### src/rtl/ptw_pkg.sv
package ptw_pkg;
    typedef enum logic [2:0] {
        S_IDLE,
        S_RD_DIR,
        S_WT_DIR,
        S_RD_PTE,
        S_WT_PTE,
        S_DONE,
        S_FAULT
    } walk_st_e;

    localparam logic LVL_DIR = 1'b0;
    localparam logic LVL_TBL = 1'b1;
endpackage

### src/rtl/ptw_addr.sv
module ptw_addr #(
    parameter int AW = 32,
    parameter int IW = 10,
    parameter int SH = 2
) (
    input  logic [AW-1:0] base_i,
    input  logic [IW-1:0] idx_i,
    output logic [AW-1:0] addr_o
);
    // each entry occupies 2**SH bytes
    assign addr_o = base_i + AW'({idx_i, {SH{1'b0}}});
endmodule

### src/rtl/ptw_entry.sv
module ptw_entry #(
    parameter int DW = 32,
    parameter int PB = 12
) (
    input  logic [DW-1:0] ent_i,
    output logic          present_o,
    output logic [DW-1:0] next_base_o
);
    localparam logic [DW-1:0] FRAME_MASK = {{(DW-PB){1'b1}}, {PB{1'b0}}};

    assign present_o   = ent_i[0];
    assign next_base_o = ent_i & FRAME_MASK;
endmodule

### src/rtl/ptw_walker.sv
module ptw_walker
    import ptw_pkg::*;
#(
    parameter int VA_W      = 32,
    parameter int PAGE_BITS = 12,
    parameter int DIR_BITS  = 10,
    parameter int ENT_LOG2  = 2
) (
    input  logic                      clk,
    input  logic                      rst_n,
    input  logic                      miss_valid_i,
    output logic                      miss_ready_o,
    input  logic [VA_W-PAGE_BITS-1:0] miss_vpn_i,
    input  logic [VA_W-1:0]           dir_base_i,
    output logic                      mem_req_o,
    output logic [VA_W-1:0]           mem_addr_o,
    input  logic                      mem_req_ready_i,
    input  logic                      mem_rsp_valid_i,
    input  logic [VA_W-1:0]           mem_rsp_data_i,
    output logic                      resp_valid_o,
    output logic                      resp_fault_o,
    output logic                      resp_lvl_o,
    output logic [VA_W-1:0]           resp_pte_o
);
    localparam int VPN_W = VA_W - PAGE_BITS;
    localparam int TBL_BITS = VPN_W - DIR_BITS;
    localparam int IW = (DIR_BITS > TBL_BITS) ? DIR_BITS : TBL_BITS;

    typedef struct packed {
        walk_st_e         st;
        logic [VPN_W-1:0] vpn;
        logic [VA_W-1:0]  base;
        logic [VA_W-1:0]  pte;
        logic             lvl;
    } walk_t;

    walk_t r_q, r_d;

    logic [IW-1:0]   idx;
    logic            ent_present;
    logic [VA_W-1:0] ent_base;

    assign idx = (r_q.st == S_RD_DIR) ? IW'(r_q.vpn[VPN_W-1 -: DIR_BITS])
                                      : IW'(r_q.vpn[TBL_BITS-1:0]);

    ptw_addr #(.AW(VA_W), .IW(IW), .SH(ENT_LOG2)) u_addr (
        .base_i (r_q.base),
        .idx_i  (idx),
        .addr_o (mem_addr_o)
    );

    ptw_entry #(.DW(VA_W), .PB(PAGE_BITS)) u_entry (
        .ent_i       (mem_rsp_data_i),
        .present_o   (ent_present),
        .next_base_o (ent_base)
    );

    always_comb begin
        r_d = r_q;
        unique case (r_q.st)
            S_IDLE: begin
                if (miss_valid_i) begin
                    r_d.st   = S_RD_DIR;
                    r_d.vpn  = miss_vpn_i;
                    r_d.base = dir_base_i;
                end
            end
            S_RD_DIR: if (mem_req_ready_i) r_d.st = S_WT_DIR;
            S_WT_DIR: begin
                if (mem_rsp_valid_i) begin
                    if (ent_present) begin
                        r_d.base = ent_base;
                        r_d.st   = S_RD_PTE;
                    end else begin
                        r_d.pte = mem_rsp_data_i;
                        r_d.lvl = LVL_DIR;
                        r_d.st  = S_FAULT;
                    end
                end
            end
            S_RD_PTE: if (mem_req_ready_i) r_d.st = S_WT_PTE;
            S_WT_PTE: begin
                if (mem_rsp_valid_i) begin
                    r_d.pte = mem_rsp_data_i;
                    r_d.lvl = LVL_TBL;
                    r_d.st  = ent_present ? S_DONE : S_FAULT;
                end
            end
            S_DONE, S_FAULT: r_d.st = S_IDLE;
            default: r_d.st = S_IDLE;
        endcase
    end

    always_ff @(posedge clk) begin
        if (!rst_n) begin
            r_q <= '{st: S_IDLE, vpn: '0, base: '0, pte: '0, lvl: 1'b0};
        end else begin
            r_q <= r_d;
        end
    end

    assign miss_ready_o = (r_q.st == S_IDLE);
    assign mem_req_o    = (r_q.st == S_RD_DIR) || (r_q.st == S_RD_PTE);
    assign resp_valid_o = (r_q.st == S_DONE) || (r_q.st == S_FAULT);
    assign resp_fault_o = (r_q.st == S_FAULT);
    assign resp_lvl_o   = r_q.lvl;
    assign resp_pte_o   = r_q.pte;
endmodule


### config.mk
export PLATFORM = sky130hd
export DESIGN_NAME = ptw_walker
export DESIGN_NICKNAME = d
export VERILOG_FILES = /design/src/rtl/ptw_pkg.sv /design/src/rtl/ptw_addr.sv /design/src/rtl/ptw_entry.sv /design/src/rtl/ptw_walker.sv
export SDC_FILE = /design/constraint.sdc
export NUM_CORES = 1
export LEC_CHECK = 0
export ABC_AREA = 1
export BUFFER_PORTS_ARGS = -buffer_cell sky130_fd_sc_hd__buf_4
export CELL_PAD_IN_SITES_DETAIL_PLACEMENT = 1
export CELL_PAD_IN_SITES_GLOBAL_PLACEMENT = 2
export CORE_AREA = 2 2 151 153
export CTS_CLUSTER_DIAMETER = 80
export DETAILED_ROUTE_END_ITERATION = 10
export DIE_AREA = 0 0 153 155
export HOLD_SLACK_MARGIN = 0.02
export PLACE_DENSITY_LB_ADDON = 0.1
export SLEW_MARGIN = 20
export SYNTH_ARGS = -nofsm -noshare
export SYNTH_HDL_FRONTEND = slang
export SYNTH_HIERARCHICAL = 1
export SYNTH_SLANG_ARGS = --single-unit
export TNS_END_PERCENT = 20
### constraint.sdc
create_clock -name clk -period 3.1 [get_ports clk]
set_input_delay 0.31 -clock clk [delete_from_list [all_inputs] [get_ports clk]]
set_output_delay 0.31 -clock clk [all_outputs]
set_load 0.01 [all_outputs]
==> metrics.log, run 1 <==
INFO  metric postSynthAreaPerCell = 6.15 um^2
INFO  metric wl = 18900 um
INFO  metric finalHoldWorstSlack = 0.208 ns
INFO  metric detail_route.wl_per_cell = 14.1 um
INFO  metric worstPathRequired = 2.79 ns
INFO  metric number_of_warnings_issued_by_yosys = 6
INFO  metric number_of_antenna_violations_at_the_first_check_in_global_routing = 0
INFO  metric finalCoreUtilization = 33.3%
INFO  metric insertedDiodeCount = 0
INFO  metric finish.net_count = 1149
INFO  metric grt_pass1_wl = 30600 um
INFO  metric critical_path.max_fanout = 7
INFO  metric clock_buffer_count_from_cts = 9
INFO  metric startpoint_type = flip-flop
INFO  metric post-route-min-period = 2.92 ns
INFO  metric post-synth-top-area-fraction = 30.1%
INFO  metric crit_path_cell_trace = inv_2, nor2_4, nand2_4, buf_6, o21ai_2, ha_2, or2_1, and2_4, nand3_2, nand3_4, nand2_1, nand2_1, nand2_1, buf_4
INFO  metric timing.critical_path.slowest_stage_cell = sky130_fd_sc_hd__ha_2
INFO  metric ys_top_cells_by_area = sky130_fd_sc_hd__dfxtp_1 (30%), sky130_fd_sc_hd__nand2_1 (16%), sky130_fd_sc_hd__nor2_1 (12%), sky130_fd_sc_hd__buf_4 (8.9%), sky130_fd_sc_hd__inv_1 (6.2%)
INFO  metric floorplan.die_area = 0.0237 mm^2
INFO  metric p_leak = 3.66 nW
INFO  metric port-buffer-count = 157
INFO  metric ys_seq_area_share = 30.1%
INFO  metric layout_worst_path_cycle_share = 94.2%
INFO  metric yosysUniqueCellTypes = 33
INFO  metric dp_hpwl = 14700 um
INFO  metric clock_path_buffers = 2
INFO  metric worstHoldPathType = primary input to flip-flop
INFO  metric postSynthRegisterBits = 88
INFO  metric rrSetupSlack = 1.07 ns
INFO  metric synthMostInstantiatedCell = sky130_fd_sc_hd__nand2_1
INFO  metric post-synth-top-area-cell = sky130_fd_sc_hd__dfxtp_1
INFO  metric die_extent_in_y = 155 um
INFO  metric die_w = 153 um
INFO  metric final_max_slew_viol_count = 0
INFO  metric count_of_flip_flops_with_a_built_in_enable_after_synthesis = 0
INFO  metric globalRouteTotalUtil = 16.0%
INFO  metric area_growth = 26.6%
INFO  metric via_count = 5805
INFO  metric drtAntennaViolNets = 0
INFO  metric cts_tree = built
INFO  metric firstDrtPassIters = 4
INFO  metric coreArea = 0.0222 mm^2
INFO  metric critical_path.top_delay_family = simple AND/OR/NAND/NOR gates
INFO  metric timing_worst_slew_pin_value = 0.648 ns
INFO  metric number_of_global_route_vias_before_repair = 5862
INFO  metric floorplan.initialDensity = 26.3%
INFO  metric synthesis.instances = 951
INFO  metric drtIter0Drc = 142
INFO  metric clock-sinks = 88
INFO  metric route.detailed.vias_per_inst = 4.34
INFO  metric drc = 0
INFO  metric synth-async-reset-ratio = 0%
INFO  metric setup.worst_path.end_class = output pin
INFO  metric grt_overflow_total = 0
INFO  metric crit_top_cell = sky130_fd_sc_hd__nand2_1
INFO  metric maximum_number_of_pins_on_one_net_before_global_route_repair = 66
INFO  metric cp.arrival = 2.61 ns
INFO  metric synthesis.area = 0.00584 mm^2
INFO  metric final_layout_size_suffix_gt1_share = 24.6%
INFO  metric htree_num_levels = 3
INFO  metric gpl.final_weighted_congestion = 0.786
INFO  metric path_clk_slew = 0.07 ns
INFO  metric worst_slew_margin_rel = 56.8%
INFO  metric netlist_top_cells_count = sky130_fd_sc_hd__nand2_1 (251), sky130_fd_sc_hd__nor2_1 (180), sky130_fd_sc_hd__inv_1 (96), sky130_fd_sc_hd__dfxtp_1 (88), sky130_fd_sc_hd__buf_4 (69)
INFO  metric rows = 55
INFO  metric max-cap-violations = 0
INFO  metric peak_ir_drop_on_the_vdd_network = 0.365 mV
INFO  metric worst-path-buf-inv = 3
INFO  metric max_freq = 0.342 GHz
INFO  metric timing.critical_path.slowest_cell_delay = 0.36 ns
INFO  metric holdBufCountCts = 0
INFO  metric pwr_density_cell = 906 mW/mm^2
INFO  metric ctsRootBufferMaster = sky130_fd_sc_hd__clkbuf_16
INFO  metric ioPinCount = 158
INFO  metric finalClockSkew = 0.00897 ns
INFO  metric setup_viol = 0
INFO  metric dominantRegCellSynth = sky130_fd_sc_hd__dfxtp_1
INFO  metric status = finished, final reports clean
INFO  metric setup.worst_path.class = flip-flop to output pin
INFO  metric count_of_endpoints_failing_hold_in_the_final_timing_report = 0
INFO  metric insertion_delay = 0.35 ns
## placed cells by master, fill, tap and decap left out, types with 2 or more instances in the layout
| master | Yosys | layout |
|---|---|---|
| sky130_fd_sc_hd__a21oi_1 | 53 | 53 |
| sky130_fd_sc_hd__buf_4 | 69 | 181 |
| sky130_fd_sc_hd__clkbuf_1 | 15 | 2 |
| sky130_fd_sc_hd__clkbuf_16 | 0 | 9 |
| sky130_fd_sc_hd__clkinv_4 | 0 | 2 |
| sky130_fd_sc_hd__clkinvlp_4 | 0 | 2 |
| sky130_fd_sc_hd__conb_1 | 1 | 12 |
| sky130_fd_sc_hd__dfxtp_1 | 88 | 86 |
| sky130_fd_sc_hd__ha_1 | 10 | 3 |
| sky130_fd_sc_hd__ha_2 | 0 | 2 |
| sky130_fd_sc_hd__ha_4 | 0 | 5 |
| sky130_fd_sc_hd__inv_1 | 96 | 93 |
| sky130_fd_sc_hd__inv_2 | 2 | 5 |
| sky130_fd_sc_hd__nand2_1 | 251 | 242 |
| sky130_fd_sc_hd__nand2_2 | 4 | 12 |
| sky130_fd_sc_hd__nand3_1 | 47 | 42 |
| sky130_fd_sc_hd__nand3_2 | 6 | 8 |
| sky130_fd_sc_hd__nand3_4 | 1 | 4 |
| sky130_fd_sc_hd__nand3b_1 | 7 | 7 |
| sky130_fd_sc_hd__nand4_1 | 9 | 9 |
| sky130_fd_sc_hd__nor2_1 | 180 | 177 |
| sky130_fd_sc_hd__nor2_2 | 6 | 6 |
| sky130_fd_sc_hd__nor2_4 | 0 | 3 |
| sky130_fd_sc_hd__nor3_1 | 6 | 6 |
| sky130_fd_sc_hd__o21ai_0 | 53 | 42 |
| sky130_fd_sc_hd__o21ai_1 | 6 | 8 |
| sky130_fd_sc_hd__o21ai_2 | 0 | 8 |
| sky130_fd_sc_hd__xor2_1 | 11 | 10 |
## layout make-up
cell class / count / area (um^2)
clock inverter: 5 / 41.3
tap: 285 / 357
clock buffer: 11 / 233
fill: 2898 / 14800
inverter: 98 / 368
sequential: 88 / 1770
timing repair buffer: 182 / 1370
multi-input combinational: 670 / 3260
## per-layer routing
metal / vias to the layer above / GRT usage (%) / part of all wire, %
li1: 3063 / - / -
met1: 2635 / 22.4 / 51
met2: 95 / 25.6 / 45
met3: 12 / 3.18 / 3.7
met4: 0 / 3.44 / 0.83
met5: - / 0 / 0
## repair_timing
action                                  in CTS  in global routing
pin swaps                                    5                  7
resized for setup                           25                 43
buffers inserted                             5                  8
endpoints found under the setup margin      26                 24
## state kept, by name, summed over array words and instances (netlist names)
name and flops:
resp_pte_o 32, resp_lvl_o 1, r_q 55
## power by group
group,switching (mW),internal [mW],total (mW)
Sequential,0.310,1.54,1.85
Combinational,2.26,1.56,3.81
Clock,0.492,0.550,1.04
Total,3.06,3.65,6.70
## cells by family after synthesis
kind of cell	synth area share, %
and+or+nand+nor	37.0
buffers and inverters	18.6
AOI/OAI and AO/OA	9.87
DFF	30.1
xor gates and xnor gates	1.80
adders and majority gates	2.48
other	0.0642
## through the flow
stage / power (mW) / setup slack, ns / area [um^2] / setup TNS, ns / std cells
after floorplan: 4.39 / 0.309 / 5890 / 0 / 962
after global placement: 5.43 / 0.136 / 6800 / 0 / 1310
after detailed placement: 5.44 / 0.0815 / 6800 / 0 / 1310
after CTS: 6.62 / 0.00260 / 7160 / 0 / 1331
after global routing: 7.43 / -0.00258 / 7400 / -0.00258 / 1339
final: 6.70 / 0.180 / 7400 / 0 / 1339
## worst register-to-register path, delay by kind of cell (launching register included)
family        cells  cell delay (ns)
buf+inv           2             0.51
flops             1             0.35
simple gates      6             1.06
## final timing paths
path,startpoint,to,cells past startpoint
min,mem_rsp_data_i[19],resp_pte_o[19]$_SDFFE_PN0P_,3
max reg2reg,r_q[86]$_SDFFE_PN0P_,r_q[37]$_SDFFE_PN0P_,8
min reg2reg,r_q[84]$_SDFFE_PN0P_,r_q[84]$_SDFFE_PN0P_,2
max,r_q[85]$_SDFFE_PN0P_,mem_addr_o[17],14
Power figures use the tool's default switching activity.
==> run 2: changes to the inputs <==
- CORE_AREA: 2 2 151 153 -> 2 2 138 167
- DIE_AREA: 0 0 153 155 -> 0 0 140 169
==> run 2 against run 1 <==
  * The flow now finishes with violations (design-rule violations)
  * Sequential share of layout area is 0.20 points higher
  * Count of clock-buffer cells in the layout is 2 lower
  * Setup slack worse by 0.034 ns
  * Die area is 0.23% lower
  * Critical path type unchanged
  * Critical endpoint is now mem_addr_o[23]
==> metrics.log, run 2 (synthesis gave the netlist of run 1 again) <==
INFO  metric crit-reg2reg-capture = resp_lvl_o$_SDFFE_PN0P_
INFO  metric timing_worst_slew_pin_value = 0.623 ns
INFO  metric timing.critical_path.slowest_stage_cell = sky130_fd_sc_hd__ha_1
INFO  metric firstDrtPassIters = 10
INFO  metric fin_area = 0.00734 mm^2
INFO  metric largest_register_ff_count = 55
INFO  metric finalCoreUtilization = 33.1%
INFO  metric final_cell_mix = sky130_fd_sc_hd__nand2_1 (243), sky130_fd_sc_hd__nor2_1 (175), sky130_fd_sc_hd__buf_4 (173), sky130_fd_sc_hd__inv_1 (93), sky130_fd_sc_hd__dfxtp_1 (86)
INFO  metric gpl.final_weighted_congestion = 0.778
INFO  metric num-fill-cells = 2873
INFO  metric die_extent_in_y = 169 um
INFO  metric worstHoldPathType = primary input to flip-flop
INFO  metric seqCellArea = 0.00177 mm^2
INFO  metric layout_worst_path_cycle_share = 95.3%
INFO  metric worst-path-buf-inv = 3
INFO  metric cts_tree = built
INFO  metric status = finished with violations
INFO  metric grt_setup_unrepaired = true
INFO  metric dp_hpwl = 15300 um
INFO  metric setup_tns = 0 ns
INFO  metric setup.worst_path.class = flip-flop to output pin
INFO  metric dpl_cell_area = 0.00679 mm^2
INFO  metric max_freq = 0.338 GHz
INFO  metric final_common_cell = sky130_fd_sc_hd__nand2_1
INFO  metric pwr_density_cell = 925 mW/mm^2
INFO  metric area_growth = 25.5%
INFO  metric maximum_number_of_pins_on_one_net_before_global_route_repair = 45
INFO  metric wl = 19600 um
INFO  metric violations = design-rule violations
INFO  metric detail_route.wl_per_cell = 14.8 um
INFO  metric max-cap-violations = 0
INFO  metric globalRouteTotalUtil = 16.7%
INFO  metric number_of_global_route_vias_before_repair = 5977
INFO  metric clock_path_buffers = 2
INFO  metric worst_hold_path.endpoint = resp_pte_o[3]$_SDFFE_PN0P_
INFO  metric ff2ff_path_depth = 8
INFO  metric final_max_slew_viol_count = 0
INFO  metric setup_viol = 0
INFO  metric via_count = 5792
INFO  metric worst_hold_path.num_cells = 3
INFO  metric finish.net_count = 1142
INFO  metric critical_path.max_fanout = 7
INFO  metric ctsRootBufferMaster = sky130_fd_sc_hd__clkbuf_16
INFO  metric rows = 60
INFO  metric worst_slew_margin_rel = 58.4%
INFO  metric power = 6.79 mW
INFO  metric final_cells = 1327
INFO  metric worstPathRequired = 2.79 ns
INFO  metric port-buffer-count = 157
INFO  metric timing.critical_path.slowest_cell_delay = 0.39 ns
INFO  metric cp.arrival = 2.64 ns
INFO  metric startpoint_of_the_most_critical_register_to_register_path = r_q[87]$_SDFFE_PN0P_
INFO  metric coreArea = 0.0221 mm^2
INFO  metric drtIter0Drc = 229
INFO  metric crit_top_cell = sky130_fd_sc_hd__nand2_1
INFO  metric path_clk_slew = 0.07 ns
INFO  metric drtAntennaViolNets = 0
INFO  metric clock_buffer_count_from_cts = 9
INFO  metric floorplan.die_area = 0.0237 mm^2
INFO  metric grt_overflow_total = 0
INFO  metric insertion_delay = 0.35 ns
INFO  metric floorplan.initialDensity = 26.4%
INFO  metric count_of_endpoints_failing_hold_in_the_final_timing_report = 0
INFO  metric hp-start = mem_rsp_data_i[3]
INFO  metric peak_ir_drop_on_the_vdd_network = 0.400 mV
INFO  metric p_leak = 3.66 nW
INFO  metric htree_num_levels = 3
INFO  metric final_critical_path_setup_slack = 0.145 ns
INFO  metric drc = 6
INFO  metric ioPinCount = 158
INFO  metric grt_pass1_wl = 31300 um
INFO  metric startpoint_type = flip-flop
INFO  metric pre_cts_ws = 0.0642 ns
INFO  metric number_of_antenna_violations_at_the_first_check_in_global_routing = 1
INFO  metric register_ranked_first_by_flip_flop_count = r_q
INFO  metric post-place-cells = 1303
INFO  metric finalHoldWorstSlack = 0.218 ns
INFO  metric critical_path.top_delay_family = simple AND/OR/NAND/NOR gates
INFO  metric die_w = 140 um
INFO  metric final_layout_size_suffix_gt1_share = 23.7%
INFO  metric post-route-min-period = 2.95 ns
INFO  metric rrSetupSlack = 0.81 ns
INFO  metric crit_path_cell_trace = inv_2, nor2_4, nand2_4, buf_4, nand2_1, o21ai_1, ha_1, nand4_1, nor3_2, nand2_1, nand2_2, nand2_1, nand2_1, nand2_1, buf_4
INFO  metric setup.worst_path.end_class = output pin
INFO  metric clock-sinks = 88
INFO  metric multi_input_comb_area = 0.00320 mm^2
INFO  metric route.detailed.vias_per_inst = 4.36
INFO  metric finalClockSkew = 0.00729 ns
-- run 2: cell count changes in the layout (fill, tap and decap cells not counted), moves of 3 or more --
cell                      before  now
sky130_fd_sc_hd__nor2_2        6    9
sky130_fd_sc_hd__o21ai_2       8    4
sky130_fd_sc_hd__buf_4       181  173
sky130_fd_sc_hd__o21ai_1       8   12
sky130_fd_sc_hd__ha_4          5    2
-- run 2: power breakdown --
group | internal, mW | switching, mW
registers | 1.54 | 0.306
clock network | 0.716 | 0.499
logic | 1.49 | 2.24
-- run 2: area by class of cell --
cell class,instances,share of cell area [%]
multi-input combinational,670,43.6
sequential,88,24.1
timing repair buffer,175,18.1
inverter,98,5.01
tap,279,4.76
clock buffer,9,3.07
clock inverter,7,1.36
antenna,1,0.0341
-- run 2: timing repair --
action,CTS,global route
setup buffers,3,3
pin swaps,4,9
setup endpoints to repair,26,24
gates resized for setup,25,30
hold buffers,0,0
cloned,0,1
-- run 2: tightest hold or removal path, cell delays in order --
cell                      delay (ns)
sky130_fd_sc_hd__buf_4          0.07
sky130_fd_sc_hd__o21ai_0        0.07
sky130_fd_sc_hd__nor2_1         0.08
-- run 2: worst max path at each step --
stage,from,to,slack (ns),cells after the start
after detailed placement,r_q[85]$_SDFFE_PN0P_,mem_addr_o[14],0.06,14
after floorplan,r_q[85]$_SDFFE_PN0P_,mem_addr_o[14],0.31,14
final,r_q[85]$_SDFFE_PN0P_,mem_addr_o[23],0.15,15
after global placement,r_q[85]$_SDFFE_PN0P_,mem_addr_o[15],0.13,16
after CTS,r_q[85]$_SDFFE_PN0P_,mem_addr_o[23],-0.002,18
after global routing,r_q[85]$_SDFFE_PN0P_,mem_addr_o[23],-0.04,15
-- run 2: metal layers --
metal | vias to the layer above | wire length [um] | global-route usage [%]
li1 | 3055 | - | -
met1 | 2631 | 9390 | 22.0
met2 | 100 | 9090 | 27.6
met3 | 6 | 959 | 4.07
met4 | 0 | 167 | 3.69
met5 | - | 0 | 0
